`src/rtl/scan_pkg.sv`:
```
package scan_pkg;

  // Strobes sent from the mode decoder to the cells.
  typedef struct packed {
    logic shiftEn;
    logic captureEn;
    logic applyEn;
    logic operateEn;
  } scanStrobe_t;

  // Number of cells in chain k. The first (n mod c) chains are one longer.
  function automatic int chainLen(input int k, input int n, input int c);
    return (n / c) + ((k < (n % c)) ? 1 : 0);
  endfunction

  // Lowest cell index of chain k. Chains are contiguous in ascending order.
  function automatic int chainStart(input int k, input int n, input int c);
    return k * (n / c) + ((k < (n % c)) ? k : (n % c));
  endfunction

  function automatic int maxChainLen(input int n, input int c);
    return (n / c) + (((n % c) != 0) ? 1 : 0);
  endfunction

endpackage

```
`src/rtl/scan_ctrl.sv`:
```
module scan_ctrl
  import scan_pkg::*;
(
  input  logic        testMode,
  input  logic        scanEn,
  input  logic        captureStrobe,
  output scanStrobe_t strobe
);

  // Shift has priority over capture. The output flops follow the logic
  // when not in test mode. In test mode they load the shadow flops only
  // when neither shift nor capture is requested.
  always_comb begin
    strobe.shiftEn   = scanEn;
    strobe.captureEn = !scanEn && captureStrobe;
    strobe.operateEn = !testMode;
    strobe.applyEn   = testMode && !scanEn && !captureStrobe;
  end

endmodule

```
`src/rtl/scan_cell.sv`:
```
module scan_cell
  import scan_pkg::*;
(
  input  logic        clk,
  input  logic        rst,
  input  scanStrobe_t strobe,
  input  logic        dataIn,
  input  logic        serialIn,
  output logic        outQ,
  output logic        shadowQ
);

  always_ff @(posedge clk) begin
    if (rst) begin
      shadowQ <= 1'b0;
      outQ    <= 1'b0;
    end else begin
      if (strobe.shiftEn)
        shadowQ <= serialIn;
      else if (strobe.captureEn)
        shadowQ <= dataIn;

      if (strobe.operateEn)
        outQ <= dataIn;
      else if (strobe.applyEn)
        outQ <= shadowQ;
    end
  end

endmodule

```
`src/rtl/scan_datapath.sv`:
```
module scan_datapath
  import scan_pkg::*;
#(
  parameter int NUM_FLOPS  = 10,
  parameter int NUM_CHAINS = 3
) (
  input  logic                  clk,
  input  logic                  rst,
  input  scanStrobe_t           strobe,
  input  logic [NUM_FLOPS-1:0]  funcIn,
  input  logic [NUM_CHAINS-1:0] scanIn,
  output logic [NUM_CHAINS-1:0] scanOut,
  output logic [NUM_FLOPS-1:0]  funcOut,
  output logic [NUM_FLOPS-1:0]  shadowState
);

  localparam int MAX_LEN = maxChainLen(NUM_FLOPS, NUM_CHAINS);

  logic [NUM_FLOPS-1:0] logicResp;
  logic [NUM_FLOPS-1:0] serialFeed;

  // Logic under test.
  for (genvar i = 0; i < NUM_FLOPS; i++) begin : g_lut
    assign logicResp[i] = funcIn[i] ^
        (funcIn[(i + 1) % NUM_FLOPS] & funcIn[(i + 2) % NUM_FLOPS]);
  end

  // Chain wiring: the first cell of each chain takes its serial input,
  // and every later cell takes the shadow flop of the cell below it.
  for (genvar k = 0; k < NUM_CHAINS; k++) begin : g_chain
    localparam int START = chainStart(k, NUM_FLOPS, NUM_CHAINS);
    localparam int LEN   = chainLen(k, NUM_FLOPS, NUM_CHAINS);
    for (genvar j = 0; j < MAX_LEN; j++) begin : g_pos
      if (j < LEN) begin : g_used
        if (j == 0) begin : g_head
          assign serialFeed[START] = scanIn[k];
        end else begin : g_body
          assign serialFeed[START + j] = shadowState[START + j - 1];
        end
      end
    end
    assign scanOut[k] = shadowState[START + LEN - 1];
  end

  for (genvar i = 0; i < NUM_FLOPS; i++) begin : g_cell
    scan_cell u_cell (
      .clk      (clk),
      .rst      (rst),
      .strobe   (strobe),
      .dataIn   (logicResp[i]),
      .serialIn (serialFeed[i]),
      .outQ     (funcOut[i]),
      .shadowQ  (shadowState[i])
    );
  end

endmodule

```
`src/rtl/scan_wrap.sv`:
```
module scan_wrap
  import scan_pkg::*;
#(
  parameter int NUM_FLOPS  = 10,
  parameter int NUM_CHAINS = 3
) (
  input  logic                  clk,
  input  logic                  rst,
  input  logic                  testMode,
  input  logic                  scanEn,
  input  logic                  captureStrobe,
  input  logic [NUM_FLOPS-1:0]  funcIn,
  input  logic [NUM_CHAINS-1:0] scanIn,
  output logic [NUM_CHAINS-1:0] scanOut,
  output logic [NUM_FLOPS-1:0]  funcOut
);

  scanStrobe_t          strobe;
  logic [NUM_FLOPS-1:0] shadowState;

  scan_ctrl u_ctrl (
    .testMode      (testMode),
    .scanEn        (scanEn),
    .captureStrobe (captureStrobe),
    .strobe        (strobe)
  );

  scan_datapath #(
    .NUM_FLOPS  (NUM_FLOPS),
    .NUM_CHAINS (NUM_CHAINS)
  ) u_dp (
    .clk         (clk),
    .rst         (rst),
    .strobe      (strobe),
    .funcIn      (funcIn),
    .scanIn      (scanIn),
    .scanOut     (scanOut),
    .funcOut     (funcOut),
    .shadowState (shadowState)
  );

endmodule

```
`config.mk`:
```
export PLATFORM = sky130hd
export DESIGN_NAME = scan_wrap
export DESIGN_NICKNAME = d
export VERILOG_FILES = /design/src/rtl/scan_pkg.sv /design/src/rtl/scan_ctrl.sv /design/src/rtl/scan_cell.sv /design/src/rtl/scan_datapath.sv /design/src/rtl/scan_wrap.sv
export SDC_FILE = /design/constraint.sdc
export NUM_CORES = 1
export LEC_CHECK = 0
export ABC_AREA = 1
export BUFFER_PORTS_ARGS = -buffer_cell sky130_fd_sc_hd__buf_2
export CORE_MARGIN = 4
export CORE_UTILIZATION = 30
export DETAILED_ROUTE_END_ITERATION = 8
export PLACE_DENSITY_LB_ADDON = 0.3
export SYNTH_ARGS = -nofsm -noshare
export SYNTH_HDL_FRONTEND = slang
export SYNTH_SLANG_ARGS = --single-unit
```
`constraint.sdc`:
```
create_clock -name clk -period 1.7 [get_ports clk]
set_input_delay 0.255 -clock clk [delete_from_list [all_inputs] [get_ports clk]]
set_output_delay 0.255 -clock clk [all_outputs]
set_load 0.02 [all_outputs]
```
# After elaboration in Yosys (flattened, before gate mapping)
# Index checks and enable logic that the tools add are counted.
dict set report totals {
  latchBits 0
  ram_bits 0
  mem_count 0
  inputBits 18
  regBits 20
  romBits 0
  output_inout_bits 13
  wordCells 87
}
dict set report classes {
  n_lt_le_gt_ge 0
  reduce_logical 6
  addsub 0
  div 0
  n_shift 0
  mul 0
  n_eq_ne 1
  n_mux 40
  n_bitwise 20
}
# cell count
set op_table {}
lappend op_table {{$mux W1} 40}
lappend op_table {{$and A1 B1 Y1} 10}
lappend op_table {{$xor A1 B1 Y1} 10}
lappend op_table {{$logic_and A1 B1 Y1} 3}
lappend op_table {{$logic_not A1 Y1} 2}
lappend op_table {{$ne A2 B1 Y1 const B} 1}
lappend op_table {{$reduce_bool A2 Y1} 1}

# Depth between registers and ports, before layout
# Gate-level depths: netlist of the first run.
dict set report logic_depth {
  ltp_word 5
  ltp_mapped 6
  depth_no_buf 6
}

# By module
# A second synthesis of the first run with hierarchy kept.
dict set report unflattened {
  cells_unflattened 250
  area_unflattened_um2 1343.8
}
# mod seq_area_each_um2 area_each_um2 n_inst cells_each
set by_module_without_submodules {}
lappend by_module_without_submodules {scan_cell 40.0 108.9 10 19}
lappend by_module_without_submodules {scan_datapath 0.0 222.7 1 53}
lappend by_module_without_submodules {scan_ctrl 0.0 32.5 1 7}

# Worst setup path after synthesis of the first run
# No wires, ideal clock.
dict set report synth_path {
  kind {input port to flip-flop}
  from {input port testMode}
  to {register u_dp.g_cell[0].u_cell.outQ}
  setup_ns 0.113
  cell_stages 4
  required_ns 1.587
  arrival_ns 0.701
  n_path_buf 1
  path_slack_ns 0.886
  cell_sequence {clkbuf_1 nand3_1 nand2_1 nor2_1}
}
dict set report synth_via {
  elab_chain_cells 3
  elab_cells_between_ends 4
  classes_between {1 x eq/ne; 1 x mux; 2 x reduce/logical}
}
# element line_no
set synth_rtl {}
lappend synth_rtl {{from (decl)} scan_wrap.sv:9} ;# input logic testMode,
lappend synth_rtl {{$logic_and A1 B1 Y1 (2 in series)} scan_ctrl.sv:17} ;# strobe.applyEn = testMode && !scanEn && !captureStrobe;
lappend synth_rtl {{$ne A2 B1 Y1 (no source line)} n/a}
lappend synth_rtl {{to (signal assigned)} scan_cell.sv:24} ;# outQ <= dataIn;
lappend synth_rtl {{to (signal assigned)} scan_cell.sv:26} ;# outQ <= shadowQ;
lappend synth_rtl {{to (decl)} scan_cell.sv:9} ;# output logic outQ,
# Several ways; a longest one is shown, not always the timed one.
# A chain may end at the register's enable or synchronous reset.

# Final worst setup path of the first run
dict set report layout_path {
  from {register u_dp.g_cell[6].u_cell.shadowQ}
  to {output port scanOut[1]}
}
# element line_no
set layout_rtl {}
lappend layout_rtl {{from (decl)} scan_cell.sv:10} ;# output logic shadowQ
lappend layout_rtl {{from (signal assigned)} scan_cell.sv:19} ;# shadowQ <= serialIn;
lappend layout_rtl {{from (signal assigned)} scan_cell.sv:21} ;# shadowQ <= dataIn;
lappend layout_rtl {{to (decl)} scan_wrap.sv:14} ;# output logic [NUM_CHAINS-1:0] scanOut,
# No word-level cell between the ends.

==> flow_summary.ini, run 1 <==
[run_status]
status = finished clean

[yosys]
synthTopCellsByCount = nand2_1 (80), inv_1 (22)
synth-edff-count = 0
ys_warn_count = 0
ys_types = 12
synthArstFlopShare = 0
synth_top_area_frac = 0.331
ys.flop_type = dfxtp_1
synth_nets = 223
synth.avg_cell_area_um2 = 5.90
yosys.cell_count.top_type = nand2_1
synth_area_um2 = 1210
postSynthCellCount = 205
ys_seq_elements = 20
synthTopCellsByArea = dfxtp_1 (33%), nand2_1 (25%), buf_4 (9.3%), a21oi_1 (8.3%), nand3_1 (8.3%)
synth.largest_area_cell = dfxtp_1
seq_area_frac_synth = 0.331

[final_layout]
nNetsFinal = 240
antenna_cells = 0
syn_to_final_growth_pct = 10.8
fillers = 417
drive_gt1_frac = 0.168

[clock_tree]
path_clk_slew_ps = 70
clk_path_buf_depth = 2
cts_sinks = 20
clock_latency_ps = 260
cts_hold_buf = 0
htree_levels = 1
ctsResizeCount = 0
cts_buffers = 3
tritoncts = done
cts_root_buffer = clkbuf_8
cts_setup_buffers = 0

[detailed_routing]
route.detailed.drc = 0
ant_nets = 0
drtIter0Drc = 55
vias_per_cell = 4.34
drt_wl_total_mm = 2.70
firstDrtPassIters = 4
vias = 1162
routedWlPerCell_um = 10.1

[timing]
worstMarginPinSlew_ps = 364
rsz0062_at_grt = false
clock_skew_ps = 1.17
layout_min_cycle_time_ps = 1040
period_share = 0.612
relSlewSlack = 0.757
tns_ps = 0
fmax_mhz = 961
drv_slew = 0
worst_slack_ps = 659
setup_viol = 0
hold_viol = 0

[floorplanning]
die-area_um2 = 5110
rows = 22
core_area_um2 = 3770
die_h_um = 71.5
pin_count = 31
start_util = 0.321
die_width_um = 71.5

[place]
pre_cts_ws_ps = 551
port_buffers = 30
dpl.hpwl_mm = 2.14
place_congestion = 0.815

[setup_path]
crit_chain = buf_2
crit_type = reg -> out
arrival_ps = 790
end_kind = output pin
cp_max_fo = 3
start_kind = register
cp_top_family = flip-flops
critical-path-slowest-cell = dfxtp_1
crit_buf_inv = 1
critical-path-max-stage-delay_ps = 350
required_ps = 1440

[grt]
gr-total-overflow = 0
antenna_found_initial = 0
grt_max_degree = 21
grt_pass1_vias = 1026
grt_pass1_wl_mm = 4.48
grt_use_total = 0.112

[power_and_ir_drop]
p_per_area_nw_per_um2 = 787
p_leak_nw = 0.757
peakVddDrop_mv = 0.288

[job]
drv_cap = 0

[hold_path]
hp-class = in -> reg
## worst paths after layout
path | startpoint | to | slack (ps) | cells past startpoint
setup / recovery | u_dp.g_cell[6].u_cell.shadowQ | scanOut[1] | 660 | 1
hold / removal | rst | u_dp.g_cell[4].u_cell.shadowQ | 300 | 2
hold reg to reg | u_dp.g_cell[4].u_cell.outQ | u_dp.g_cell[4].u_cell.outQ | 540 | 4
setup reg to reg | u_dp.g_cell[8].u_cell.shadowQ | u_dp.g_cell[9].u_cell.shadowQ | 980 | 4
## state kept, by name, indices dropped and copies added (netlist names)
name / flops
u_dp.g_cell.u_cell.shadowQ: 10
u_dp.g_cell.u_cell.outQ: 10
## power breakdown
| part | switching, W | internal, W |
|---|---|---|
| clock | 0.000153 | 0.000158 |
| combinational | 0.000146 | 0.0000792 |
| sequential | 0.0000180 | 0.000500 |
## routing by layer
layer,up-vias,track usage,share of wire
met5,-,0,0
met4,0,0.0856,0.036
met3,7,0.0224,0.068
met2,33,0.160,0.39
met1,476,0.146,0.51
li1,646,-,-
## cell usage in the layout, fill, tap and decap left out
| cell type | n |
|---|---|
| nand2_1 | 80 |
| clkinv_1 | 1 |
| buf_4 | 1 |
| nand3_1 | 20 |
| inv_1 | 22 |
| dfxtp_1 | 20 |
| a21oi_1 | 20 |
| clkbuf_8 | 3 |
| nand2_2 | 1 |
| nor2_2 | 2 |
| buf_2 | 30 |
| nor2_1 | 20 |
## per-stage QoR
stage	hold slack, ps	utilization	instance area [µm²]	cells	power (W)
floorplan	474	-	1210	205	0.000704
global placement	533	0.344	1300	265	0.000755
detailed placement	536	0.344	1300	265	0.000757
CTS	299	0.355	1340	268	0.00108
global route	320	0.355	1340	268	0.00112
finish	302	0.355	1340	268	0.00105
## kinds of logic (layout without fill, tap and decap cells)
group                  count (synthesis)  in the layout  share of synthesized area
AO/OA/AOI/OAI                         20             20                     0.0827
buffers and inverters                 42             57                      0.178
flip-flops                            20             20                      0.331
AND/OR/NAND/NOR                      123            123                      0.408
## area by class of cell
class	count	area (µm²)	share of cell area
Tap cell	48	60.1	0.0448
Sequential cell	20	400	0.299
Inverter	23	86.3	0.0644
Multi-Input combinational cell	143	594	0.444
Timing Repair Buffer	31	158	0.118
Clock buffer	3	41.3	0.0308
Power figures use the tool's default switching activity.
==> inputs of run 2 (changes only) <==
==> constraint.sdc (replaced) <==
create_clock -name clk -period 1.07 [get_ports clk]
set_input_delay 0.1605 -clock clk [delete_from_list [all_inputs] [get_ports clk]]
set_output_delay 0.1605 -clock clk [all_outputs]
set_load 0.02 [all_outputs]
==> run 2 against run 1 <==
Via count up 1.7%. Sequential power up 59%. Core utilization up 1.3 points. Final area up 3.5%. Clock skew up 2.5 ps. Clock-buffer cell count unchanged. Cell count up 1.1%. Die area unchanged. Worst hold slack worse by 52 ps. Critical path depth unchanged. Critical endpoint is now scanOut[0]. Largest cell class unchanged.
==> flow_summary.ini, run 2 (synthesis results as in run 1) <==
[run_status]
status = finished clean

[final_layout]
drive_gt1_frac = 0.179
fillers = 408
nNetsFinal = 243
antenna_cells = 0
layout_commonest_cell = nand2_1
mostFrequentLayoutCells = nand2_1 (80), buf_2 (30), inv_1 (22)
final_cell_area_um2 = 1390
stdcell_count = 271
largestRegisters = u_dp.g_cell.u_cell.outQ x10, u_dp.g_cell.u_cell.shadowQ x10
syn_to_final_growth_pct = 14.7

[setup_path]
cp_top_family = flip-flops
cp_max_fo = 3
arrival_ps = 790
start_kind = register
critical-path-slowest-cell = dfxtp_1
crit_buf_inv = 1
required_ps = 910
ff2ff_path_depth = 4
crit_chain = buf_2
end_kind = output pin
cp.depth = 1
crit_type = reg -> out
critical-path-max-stage-delay_ps = 360

[place]
port_buffers = 30
place_congestion = 0.812
placed_area_um2 = 1350
dpl.hpwl_mm = 2.07
placed_cells = 268

[detailed_routing]
vias_per_cell = 4.36
vias = 1182
drtIter0Drc = 65
firstDrtPassIters = 4
drt_wl_total_mm = 2.63
routedWlPerCell_um = 9.72
ant_nets = 0
route.detailed.drc = 0

[job]
drv_cap = 0

[clock_tree]
path_clk_slew_ps = 70
clk_path_buf_depth = 2
cts_buffers = 3
cts_setup_buffers = 0
cts_root_buffer = clkbuf_8
ctsResizeCount = 0
htree_levels = 1
clock_latency_ps = 250
cts_sinks = 20
cts_hold_buf = 0
tritoncts = done

[timing]
rsz0062_at_grt = false
hold_viol = 0
worstMarginPinSlew_ps = 307
setup_viol = 0
period_share = 0.888
layout_min_cycle_time_ps = 951
relSlewSlack = 0.795
tns_ps = 0
clock_skew_ps = 3.65
fmax_mhz = 1050
drv_slew = 0

[floorplanning]
die_width_um = 71.5
core_area_um2 = 3770
pin_count = 31
die_h_um = 71.5
start_util = 0.321
die-area_um2 = 5110
rows = 22

[grt]
grt_max_degree = 21
grt_use_total = 0.106
antenna_found_initial = 0
gr-total-overflow = 0
grt_pass1_vias = 962
grt_pass1_wl_mm = 4.36

[power_and_ir_drop]
p_leak_nw = 0.779
p_per_area_nw_per_um2 = 1210
peakVddDrop_mv = 0.408

[hold_path]
holdPathStages = 5
hp-class = in -> reg
run 2: final timing paths:
check	from	end	slack, ps
worst min-delay path	scanIn[1]	u_dp.g_cell[4].u_cell.shadowQ	250
worst max register to register	u_dp.g_cell[7].u_cell.shadowQ	u_dp.g_cell[8].u_cell.shadowQ	360
worst min register to register	u_dp.g_cell[2].u_cell.outQ	u_dp.g_cell[2].u_cell.outQ	550
worst max-delay path	u_dp.g_cell[3].u_cell.shadowQ	scanOut[0]	120
run 2: where the power goes:
part / internal [W] / switching (W) / total (W)
registers: 0.000795 / 0.0000285 / 0.000824
logic: 0.000143 / 0.000236 / 0.000378
clock network: 0.000250 / 0.000230 / 0.000481
run 2: per-stage QoR:
step / total power, W / setup WS [ps] / util / hold WS (ps)
CTS: 0.00170 / 113 / 0.368 / 253
floorplan: 0.00112 / 351 / - / 380
global route: 0.00178 / 90.6 / 0.368 / 266
global placement: 0.00122 / 132 / 0.357 / 514
detailed placement: 0.00122 / 121 / 0.357 / 519
finish: 0.00168 / 119 / 0.368 / 250
run 2: area by class of cell:
type	count	area (µm²)	share of cell area
timing repair buffer	34	205	0.148
inverter	23	86.3	0.0622
multi-input combinational	143	594	0.428
tap	48	60.1	0.0433
clock buffer	3	41.3	0.0298
sequential	20	400	0.289
run 2: per-layer routing:
layer  track usage  vias up  part of all wire
li1              -      656                 -
met1         0.158      491              0.53
met2         0.144       33              0.40
met3        0.0182        2             0.060
met4        0.0501        0             0.011
met5             0        -                 0
run 2: worst min-delay path, cell delays in order:
cell and delay [ps]:
buf_2 80, nand2_1 40, inv_1 40, a21oi_1 30
a21oi_1 110
